==> src/rtl/dtl_pkg.sv <==
package dtl_pkg;
    parameter int BURST_W = 8;
    parameter int TENURE_W = 16;
    parameter logic [BURST_W-1:0] BURST_RESET = 8'd16;

    typedef struct packed {
        logic [BURST_W-1:0] limit;
        logic               release_req;
    } top_state_t;
endpackage

==> src/rtl/dtl_xfer_counter.sv <==
module dtl_xfer_counter #(
    parameter int CNT_W = 8
) (
    input  logic             clk,
    input  logic             rst_n,
    input  logic             run,
    input  logic             count_en,
    input  logic [CNT_W-1:0] limit,
    input  logic             limit_off,
    output logic             limit_hit,
    output logic             first_seen
);
    localparam logic [CNT_W-1:0] CNT_MAX = {CNT_W{1'b1}};

    typedef struct packed {
        logic [CNT_W-1:0] cnt;
    } cnt_state_t;

    cnt_state_t st_d, st_q;
    logic [CNT_W-1:0] eff_limit;

    always_comb begin
        st_d = st_q;
        if (!run) begin
            st_d.cnt = '0;
        end else if (count_en && st_q.cnt != CNT_MAX) begin
            st_d.cnt = st_q.cnt + 1'b1;
        end
        eff_limit  = (limit == '0) ? {{(CNT_W-1){1'b0}}, 1'b1} : limit;
        limit_hit  = run && !limit_off && (st_d.cnt >= eff_limit);
        first_seen = run && (st_d.cnt != '0);
    end

    always_ff @(posedge clk or negedge rst_n) begin
        if (!rst_n) st_q <= '0;
        else        st_q <= st_d;
    end

    // a strobe that is not counted leaves the count unchanged
    assert_cnt_hold_R4: assert property (@(posedge clk) disable iff (!rst_n)
        (run && !count_en) |=> (st_q.cnt == $past(st_q.cnt)));
    // the count is zero after any edge without a grant
    assert_cnt_clear_R9: assert property (@(posedge clk) disable iff (!rst_n)
        !run |=> (st_q.cnt == '0));
endmodule

==> src/rtl/dtl_tenure_timer.sv <==
module dtl_tenure_timer #(
    parameter int TIMER_W  = 16,
    parameter int PRESCALE = 20
) (
    input  logic               clk,
    input  logic               rst_n,
    input  logic               run,
    input  logic [TIMER_W-1:0] tenure,
    output logic               expired
);
    localparam int PS_W = (PRESCALE > 1) ? $clog2(PRESCALE) : 1;
    localparam logic [PS_W-1:0] PS_LAST = PS_W'(PRESCALE - 1);
    localparam logic [TIMER_W-1:0] UNITS_MAX = {TIMER_W{1'b1}};

    typedef struct packed {
        logic [PS_W-1:0]    presc;
        logic [TIMER_W-1:0] units;
    } tmr_state_t;

    tmr_state_t st_d, st_q;

    always_comb begin
        st_d = st_q;
        if (!run) begin
            st_d.presc = '0;
            st_d.units = '0;
        end else if (st_q.presc == PS_LAST) begin
            st_d.presc = '0;
            if (st_q.units != UNITS_MAX) st_d.units = st_q.units + 1'b1;
        end else begin
            st_d.presc = st_q.presc + 1'b1;
        end
        expired = run && (tenure != '0) && (st_d.units >= tenure);
    end

    always_ff @(posedge clk or negedge rst_n) begin
        if (!rst_n) st_q <= '0;
        else        st_q <= st_d;
    end

    // prescaler stays inside its period
    assert_presc_range_R6: assert property (@(posedge clk) disable iff (!rst_n)
        st_q.presc <= PS_LAST);
    // timer restarts from zero after the grant ends
    assert_timer_clear_R9: assert property (@(posedge clk) disable iff (!rst_n)
        !run |=> (st_q.units == '0 && st_q.presc == '0));
endmodule

==> src/rtl/dma_tenure_limiter.sv <==
module dma_tenure_limiter
    import dtl_pkg::*;
#(
    parameter int CLK_PERIOD_PS = 5000,
    parameter int TICK_PS       = 100000
) (
    input  logic                clk,
    input  logic                rst_n,
    input  logic                stop_or_suspend,
    input  logic                burst_we,
    input  logic [BURST_W-1:0]  burst_wdata,
    input  logic                burst_off,
    input  logic                timer_on,
    input  logic [TENURE_W-1:0] tenure_limit,
    input  logic                dma_ack,
    input  logic                xfer_strobe,
    input  logic                desc_xfer,
    input  logic                work_pending,
    output logic                bus_release
);
    localparam int PRESCALE = (TICK_PS / CLK_PERIOD_PS > 0) ? TICK_PS / CLK_PERIOD_PS : 1;

    top_state_t st_d, st_q;
    logic data_xfer, burst_hit, first_xfer, tmr_expired, timer_hit, limit_hit;

    assign data_xfer = dma_ack && xfer_strobe && !desc_xfer;

    dtl_xfer_counter #(.CNT_W(BURST_W)) u_cnt (
        .clk        (clk),
        .rst_n      (rst_n),
        .run        (dma_ack),
        .count_en   (data_xfer),
        .limit      (st_q.limit),
        .limit_off  (burst_off),
        .limit_hit  (burst_hit),
        .first_seen (first_xfer)
    );

    dtl_tenure_timer #(.TIMER_W(TENURE_W), .PRESCALE(PRESCALE)) u_tmr (
        .clk     (clk),
        .rst_n   (rst_n),
        .run     (dma_ack),
        .tenure  (tenure_limit),
        .expired (tmr_expired)
    );

    always_comb begin
        st_d = st_q;
        if (burst_we && stop_or_suspend) st_d.limit = burst_wdata;
        timer_hit = timer_on && ((tenure_limit == '0) ? first_xfer : tmr_expired);
        limit_hit = (burst_hit || timer_hit) && !desc_xfer;
        st_d.release_req = dma_ack && (st_q.release_req || limit_hit || !work_pending);
    end

    always_ff @(posedge clk or negedge rst_n) begin
        if (!rst_n) begin
            st_q.limit       <= BURST_RESET;
            st_q.release_req <= 1'b0;
        end else begin
            st_q <= st_d;
        end
    end

    assign bus_release = st_q.release_req;

    // release holds while the grant lasts
    assert_release_hold_R9: assert property (@(posedge clk) disable iff (!rst_n)
        (bus_release && dma_ack) |=> bus_release);
    // release drops after acknowledge is removed
    assert_release_clear_R9: assert property (@(posedge clk) disable iff (!rst_n)
        !dma_ack |=> !bus_release);
    // no pending work forces release
    assert_idle_release_R8: assert property (@(posedge clk) disable iff (!rst_n)
        (dma_ack && !work_pending) |=> bus_release);
    // burst limit is frozen while running
    assert_limit_frozen_R10: assert property (@(posedge clk) disable iff (!rst_n)
        !stop_or_suspend |=> $stable(st_q.limit));
endmodule

==> config.mk <==
export PLATFORM = sky130hd
export DESIGN_NAME = dma_tenure_limiter
export DESIGN_NICKNAME = d
export VERILOG_FILES = /design/src/rtl/dtl_pkg.sv /design/src/rtl/dtl_xfer_counter.sv /design/src/rtl/dtl_tenure_timer.sv /design/src/rtl/dma_tenure_limiter.sv
export SDC_FILE = /design/constraint.sdc
export NUM_CORES = 1
export LEC_CHECK = 0
export ABC_AREA = 1
export BUFFER_PORTS_ARGS = -buffer_cell sky130_fd_sc_hd__buf_2
export CORE_ASPECT_RATIO = 1.75
export CORE_UTILIZATION = 60
export CTS_CLUSTER_SIZE = 14
export DETAILED_ROUTE_END_ITERATION = 10
export GPL_TIMING_DRIVEN = 0
export PLACE_DENSITY_LB_ADDON = 0.08
export SLEW_MARGIN = 20
export SYNTH_ARGS = -nofsm -noshare
export SYNTH_HDL_FRONTEND = slang
export SYNTH_HIERARCHICAL = 1
export SYNTH_SLANG_ARGS = --single-unit
==> constraint.sdc <==
create_clock -name clk -period 6.55 [get_ports clk]
set_clock_uncertainty 0.15 [all_clocks]
set_input_delay 0.9825 -clock clk [delete_from_list [all_inputs] [get_ports clk]]
set_output_delay 0.9825 -clock clk [all_outputs]
set_load 0.02 [all_outputs]
Word-level counts from Yosys, hierarchy flattened
Index checks and enable logic that the tools add are counted.
{"block": "totals", "ff_bits": 38, "inputBits": 34, "output_inout_bits": 1, "word_cells": 43}
{"block": "op_classes", "n_addsub": 3, "order_cmp": 2, "eq_ne": 3, "mux": 8, "n_reduce_logical": 22}
{"operator": "16-bit 2-to-1 mux", "count": 2}
{"operator": "8-bit 2-to-1 mux", "count": 3}
{"operator": "21-bit 2-to-1 mux", "count": 1}
{"operator": "16-bit by 1-bit adder with 16-bit output (second input constant)", "count": 1}
{"operator": "16-bit greater-or-equal comparator", "count": 1}
{"operator": "16-bit zero test", "count": 1}
{"operator": "16-bit != test (second input constant)", "count": 1}
{"operator": "16-bit nonzero test", "count": 1}
{"operator": "1-bit logical AND", "count": 12}
{"operator": "8-bit by 1-bit adder with 8-bit output (second input constant)", "count": 1}
{"operator": "8-bit greater-or-equal comparator", "count": 1}
{"operator": "8-bit zero test", "count": 1}
{"operator": "8-bit != test (second input constant)", "count": 1}
{"operator": "8-bit nonzero test", "count": 1}
{"operator": "5-bit by 1-bit adder with 5-bit output (second input constant)", "count": 1}
{"operator": "5-bit == test (second input constant)", "count": 1}
{"operator": "5-bit 2-to-1 mux", "count": 1}
{"operator": "1-bit zero test", "count": 3}
{"operator": "1-bit logical OR", "count": 3}
{"operator": "1-bit 2-to-1 mux", "count": 1}

Depth between registers and ports, before layout
Gate-level depths: netlist of the first run.
{"block": "depth", "word_depth": 14, "mapped_depth": 23, "ltp_nobuf": 23}

Modules after synthesis
Netlist of the first run, hierarchy kept.
{"module": "dtl_tenure_timer", "instances": 1, "cells_each": 254, "area_each_um2": 1830.5, "seq_area_each_um2": 525.5}
{"module": "dtl_xfer_counter", "instances": 1, "cells_each": 126, "area_each_um2": 798.3, "seq_area_each_um2": 200.2}
{"module": "dma_tenure_limiter", "instances": 1, "cells_each": 48, "area_each_um2": 444.2, "seq_area_each_um2": 226.5}

Worst setup path before layout of the first run
Ideal clock, no wire load.
{"block": "synth_path", "path_kind": "input to register", "start": "input port xfer_strobe", "end": "register st_q (netlist bit bus_release)", "setup_ns": 0.120, "arrival_ns": 2.552, "required_ns": 6.280, "setup_slack_ns": 3.728, "cell_stages": 19, "n_path_buf": 1, "path_cell_list": "nand2_1 -> nor2_1 -> buf_4 -> nand2_1 -> nor2_2 -> nand2_1 -> a21oi_1 -> nand2_1 -> inv_1 -> ha_1 -> a21oi_1 -> o21a_1 -> nand3_1 -> nand2_1 -> inv_1 -> inv_1 -> nand2_1 -> nand2_1 -> nand2_1"}
{"item": "start: declaration", "line_no": "dma_tenure_limiter.sv:16", "rtl": "input logic xfer_strobe,"}
{"item": "end signal: assignment", "line_no": "dma_tenure_limiter.sv:60", "rtl": "st_q <= st_d;"}
{"item": "end: declaration", "line_no": "dma_tenure_limiter.sv:23", "rtl": "top_state_t st_d, st_q;"}

==> qor.yml, run 1 <==
clocking:
  htreeDepth: 2
  numClockSinks: 38
  cts_setup_buffers: 0
  cts_resized: 0
  ctsHoldBuffers: 0
  clk_latency_ns: 0.29
  clk_path_buf_depth: 2
  cts_buffers: 5
  cts.root.buffer_cell: "clkbuf_8"
  clk_pin_slew_ns: 0.07
  cts_tree: "yes"
detailed_routing:
  met1_length_um: 2481
  drc: 0
  vias_per_cell: 5.351
  dr.pass1.iters: 4
  drtAntennaViolNets: 0
  via_count: 2804
  highest_layer: "met4"
  first_iter_violations: 149
  wl_met3_um: 165
  wl_met2_um: 3899
  totalWireLength_um: 6832
  wl_per_cell_um: 13.04
floorplanning:
  die_h_um: 96.67
  die-area_um2: 5423
  start_util_pct: 62.27
  rows: 34
  io-pin-count: 35
  die_w_um: 56.10
  core-area_um2: 4935
critical_path:
  crit_path_max_fanout: 13
  cp_common_cell: "nand2_1"
  cp_top_family: "simple AND/OR/NAND/NOR gates"
  cp-end-kind: "register"
  crit-reg2reg-launch: "u_tmr/st_q[16]"
  cp_slowest_stage_delay_ns: 0.24
  crit_type: "primary input to register"
  worstPathRequired_ns: 6.57
  start_kind: "primary input"
  cp_cell_sequence: "buf_2 > nand2_1 > nor2_1 > buf_4 > nand2_1 > nor2_2 > nand2_1 > a21oi_1 > nand2_1 > inv_1 > ha_1 > a21oi_1 > o21a_1 > nand3_1 > nand2_1 > inv_1 > inv_1 > nand2_1 > nand2_1 > nand2_1"
  cp-startpoint: "dma_ack"
  worst_ep_arrival_time_ns: 3.21
  cp_num_buf_inv: 5
  crit_path_top_delay_cell: "buf_2"
global_routing:
  antenna_found_initial: 0
  grt_max_degree: 39
  overflow: 0
  grt.total_usage_pct: 26.96
  grt_pass1_vias: 2821
  grt_pass1_wl_um: 11630
power:
  cellPowerDensity_nw_per_um2: 152.0
  power_leakage_nw: 1.908
  irDropWorstVdd_uv: 139.5
placement:
  gp_congestion: 0.9418
  portBuffers: 34
  dp_hpwl_um: 5534
run:
  drv_cap: 0
logic_synthesis:
  synth_adder_area_share_pct: 10.99
  synth-seq-cells: 38
  ys_warn_count: 6
  synth-seq-area-share_pct: 30.99
  synth_area_per_cell_um2: 7.180
  synthMuxAreaShare_pct: 2.932
  synth-compound-area-share_pct: 5.578
  syn_nets: 489
  netlist_instances: 428
  synth_top_family_by_area: "simple AND/OR/NAND/NOR gates"
  synth-simple-area-share_pct: 36.60
  synthXorXnorAreaFrac_pct: 2.565
  ys_types: 34
  syn_area_um2: 3073
timing:
  period_needed_ns: 3.187
  fmaxAchievable_ghz: 0.3138
  maxSlewViolCount: 0
  finalSetupViolCount: 0
  grt_setup_unrepaired: "false"
  hold_violations: 0
  finalSetupTns_ns: 0
  relSlewSlack_pct: 44.21
  period_share_pct: 48.66
  worstMarginPinSlew_ns: 0.8369
layout:
  diodes: 0
  drive_gt1_share_pct: 18.72
  final_common_cell: "nand2_1"
  mostFrequentLayoutCells: "nand2_1, inv_1, nor2_1, nand3_1, dfrtp_1"
  multi_input_area_um2: 1803
  area_growth_pct: 11.52
  nFillCells: 436
  seqCellArea_um2: 952.2
  nets: 530
  finalCoreUtilization_pct: 69.45
status:
  outcome: "complete, no violations"
worst_hold_path:
  worstHoldStart: "u_tmr/st_q[16]"
  hold_path_class: "register to register"
==> cell usage after synthesis <==
| master | count | area [um^2] |
|---|---|---|
| a21oi_1 | 17 | 85.08 |
| a21oi_2 | 1 | 8.760 |
| and2_1 | 1 | 6.260 |
| buf_2 | 2 | 10.01 |
| buf_4 | 2 | 15.01 |
| buf_6 | 1 | 11.26 |
| clkinv_1 | 1 | 3.750 |
| dfrtp_1 | 37 | 925.9 |
| dfstp_2 | 1 | 26.28 |
| ha_1 | 27 | 337.8 |
| inv_1 | 71 | 266.5 |
| inv_2 | 3 | 11.26 |
| mux2_2 | 8 | 90.09 |
| nand2_1 | 96 | 360.4 |
| nand2_2 | 7 | 43.79 |
| nand2_4 | 1 | 11.26 |
| nand3_1 | 41 | 205.2 |
| nand3_2 | 1 | 10.01 |
| nand3b_1 | 1 | 7.510 |
| nand4_1 | 11 | 68.82 |
| nand4_4 | 2 | 42.54 |
| nor2_1 | 54 | 202.7 |
| nor2_2 | 9 | 56.30 |
| nor2_4 | 2 | 22.52 |
| nor2_8 | 2 | 40.04 |
| nor3_4 | 1 | 16.27 |
| nor4_1 | 1 | 6.260 |
| o21a_1 | 2 | 15.01 |
| o21ai_0 | 7 | 35.03 |
| o21ai_1 | 4 | 20.02 |
| o21bai_1 | 1 | 7.510 |
| or2_2 | 4 | 25.02 |
| xnor2_1 | 2 | 17.52 |
| xor2_1 | 7 | 61.31 |
==> power breakdown <==
group          switching [mW]  internal, mW
Combinational          0.0401        0.0286
Sequential            0.00550         0.245
Clock                  0.0775         0.124
==> metrics by stage <==
step	setup slack, ns	instance area [um^2]	power (mW)	hold slack, ns	cells
4_1_cts	3.389	3427	0.5280	0.3147	524
5_1_grt	3.121	3427	0.5458	0.3454	524
6_report	3.363	3427	0.5208	0.3082	524
3_5_place_dp	3.106	3311	0.3244	0.3055	516
2_1_floorplan	3.728	3073	0.2950	0.2813	428
3_3_place_gp	3.185	3311	0.3206	0.2955	516
==> layout make-up <==
class / instances / share of cell area (%)
Tap cell: 54 / 1.972
Sequential cell: 38 / 27.78
Clock inverter: 1 / 0.8762
Timing Repair Buffer: 34 / 4.965
Clock buffer: 7 / 2.519
Multi-Input combinational cell: 310 / 52.61
Inverter: 75 / 8.215
Buffer: 5 / 1.059
==> worst paths after layout <==
check                                       to  slack (ns)  cells past startpoint
worst min register to register  u_tmr/st_q[16]        0.31                      1
worst max-delay path               bus_release        3.36                     20
max in group asynchronous        u_cnt/st_q[2]        5.07                      1
worst max register to register     bus_release        3.48                     18
min in group asynchronous              st_q[7]        0.65                      1
worst min-delay path            u_tmr/st_q[16]        0.31                      1
==> cell families after synthesis <==
logic type	count (synthesis)
buffers and inverters	80
AND/OR/NAND/NOR	234
adder cells (fa/ha/maj)	27
multiplexers	8
XOR/XNOR	9
flip-flops	38
AO/OA/AOI/OAI	32
==> registers in the layout, summed over array words and instances, names as in the netlist <==
register and cells:
bus_release 1, u_tmr/st_q 21, u_cnt/st_q 8, st_q 8
==> layer usage <==
| metal | up-vias | global-route usage [%] |
|---|---|---|
| met1 | 1265 | 25.74 |
| met5 | - | 0 |
| met2 | 79 | 54.76 |
| met4 | 0 | 12.01 |
| met3 | 20 | 2.406 |
| li1 | 1440 | - |
Power figures use the tool's default switching activity.
==> run 2: changes to the inputs <==
--- a/config.mk
+++ b/config.mk
@@ -8,7 +8,7 @@
 export ABC_AREA = 1
 export BUFFER_PORTS_ARGS = -buffer_cell sky130_fd_sc_hd__buf_2
 export CORE_ASPECT_RATIO = 1.75
-export CORE_UTILIZATION = 60
+export CORE_UTILIZATION = 54
 export CTS_CLUSTER_SIZE = 14
 export DETAILED_ROUTE_END_ITERATION = 10
 export GPL_TIMING_DRIVEN = 0
==> constraint.sdc (replaced) <==
create_clock -name clk -period 2.71 [get_ports clk]
set_clock_uncertainty 0.15 [all_clocks]
set_input_delay 0.4065 -clock clk [delete_from_list [all_inputs] [get_ports clk]]
set_output_delay 0.4065 -clock clk [all_outputs]
set_load 0.02 [all_outputs]
==> run 2 against run 1 <==
  * Register-to-register slack got worse by 3.5 ns
  * Design area grew 5.6%
  * Via count increased by 2.4%
  * Count of clock-buffer cells in the layout did not move
  * Sequential cell count did not move
  * The run now ends with setup timing left
  * Clock power is 100% higher
  * Power is 130% higher
  * Critical path depth down 1
  * Global-route usage is 1.0 points lower
  * Sequential power grew 140%
  * Wire length is 4.2% higher
  * Sequential share of layout area shrank 1.5 points
==> qor.yml, run 2 (synthesized netlist as in run 1, its figures left out) <==
detailed_routing:
  totalWireLength_um: 7119
  wl_per_cell_um: 12.76
  drc: 0
  first_iter_violations: 106
  dr.pass1.iters: 4
  via_count: 2871
  vias_per_cell: 5.145
  drtAntennaViolNets: 0
clocking:
  cts.root.buffer_cell: "clkbuf_8"
  clk_path_buf_depth: 2
  cts_buffers: 5
  cts_tree: "yes"
  clk_latency_ns: 0.30
  numClockSinks: 38
  htreeDepth: 2
  clk_pin_slew_ns: 0.08
floorplanning:
  die_w_um: 59.03
  io-pin-count: 35
  core-area_um2: 5540
  die_h_um: 101.8
  start_util_pct: 55.47
  die-area_um2: 6008
  rows: 36
critical_path:
  cp_num_buf_inv: 3
  cp_top_family: "simple AND/OR/NAND/NOR gates"
  crit_path_top_delay_cell: "dfrtp_1"
  worstPathRequired_ns: 2.75
  cp_cell_sequence: "ha_2 > inv_2 > nor2_8 > nand4_4 > buf_12 > nand3_1 > nor2_1 > nor2_1 > ha_1 > a21oi_2 > o21ai_0 > a21oi_1 > a21oi_1 > inv_1 > nand2_1 > nand3_2 > nand2_2 > nand2_1 > nand2_1"
  crit_type: "register to register"
  worst_ep_arrival_time_ns: 2.81
  crit_path_max_fanout: 6
  start_kind: "register"
  cp_slowest_stage_delay_ns: 0.37
  cp-end-kind: "register"
  cp_common_cell: "nand2_1"
worst_hold_path:
  hold_path_class: "primary input to asynchronous set/reset pin"
power:
  comb_power_share_pct: 14.6
  pwr-share-seq_pct: 51.1
  cellPowerDensity_nw_per_um2: 327.8
  power_frac_clock_pct: 34.3
  irDropWorstVdd_uv: 246.1
  power_leakage_nw: 1.987
  p_sw_share_pct: 26.54
  power.internal_mw: 0.8714
  power.total_mw: 1.186
  p_switching_mw: 0.3148
layout:
  multi_input_area_um2: 1871
  diodes: 0
  nets: 542
  seqCellArea_um2: 952.2
  finalCoreUtilization_pct: 65.31
  fin_area_um2: 3618
  largest_reg_flops: 21
  mostFrequentLayoutCells: "nand2_1, inv_1, nor2_1, nand3_1, dfrtp_1"
  final_common_cell: "nand2_1"
  largest-register: "u_tmr/st_q"
  drive_gt1_share_pct: 24.07
  fin_cells: 558
  reg_top3: "u_tmr/st_q: 21 flops, st_q: 8 flops, u_cnt/st_q: 8 flops"
  nFillCells: 511
  area_growth_pct: 17.75
status:
  violations: "setup timing"
  outcome: "finished, violations left"
placement:
  gp_congestion: 0.9338
  dp_hpwl_um: 5576
  place_ws_ns: -0.3184
  place_inst: 538
  portBuffers: 34
  dpl_cell_area_um2: 3338
timing:
  maxSlewViolCount: 0
  fmaxAchievable_ghz: 0.3603
  period_needed_ns: 2.776
  period_share_pct: 102.4
  finalSetupViolCount: 1
  fin_ws_ns: -0.06576
  finalSetupTns_ns: -0.06576
  hold_violations: 0
  worstMarginPinSlew_ns: 0.8591
  grt_setup_unrepaired: "true"
  relSlewSlack_pct: 42.72
  holdWs_ns: 0.05947
global_routing:
  grt_pass1_wl_um: 11480
  antenna_found_initial: 0
  overflow: 0
  grt_pass1_vias: 2791
  grt.total_usage_pct: 25.95
  grt_max_degree: 39
run:
  drv_cap: 0
-- run 2: cell type report --
class                           instances  area share, %
Buffer                                  5          1.279
Clock buffer                            7          2.386
Clock inverter                          1         0.1383
Inverter                               75          7.780
Multi-Input combinational cell        310          51.69
Sequential cell                        38          26.31
Tap cell                               76          2.628
Timing Repair Buffer                   46          7.780
-- run 2: final timing paths --
path	start	to	slack, ns	depth (start not counted)
worst min-delay path	rst_n	st_q[6]	0.06	1
max in group asynchronous	rst_n	u_tmr/st_q[18]	1.80	1
worst min register to register	st_q[1]	st_q[1]	0.36	1
min in group clk	burst_wdata[7]	st_q[8]	0.18	2
worst max-delay path	u_tmr/st_q[1]	bus_release	-0.07	19
worst max register to register	u_tmr/st_q[1]	bus_release	-0.07	19
-- run 2: routing by layer --
layer,vias up,track usage [%],part of all wire [%],wire [um]
met5,-,0,0,0
met4,0,14.84,5.3,375
met3,31,3.448,2.3,166
met2,66,53.15,56,4017
met1,1308,22.32,36,2559
li1,1466,-,-,-
-- run 2: timing repair --
action,4_1_cts,5_1_grt
endpoints found under the setup margin,1,1
pin swaps,17,11
gates resized for setup,16,10
gates cloned,1,0
hold buffers,0,0
setup buffers,9,3
-- run 2: power by group through the flow --
stage	Clock [mW]	Sequential (mW)	Combinational, mW
2_1_floorplan	0	0.615	0.0981
3_3_place_gp	0	0.615	0.161
3_5_place_dp	0	0.616	0.168
4_1_cts	0.420	0.605	0.173
5_1_grt	0.442	0.610	0.199
6_report	0.407	0.606	0.173
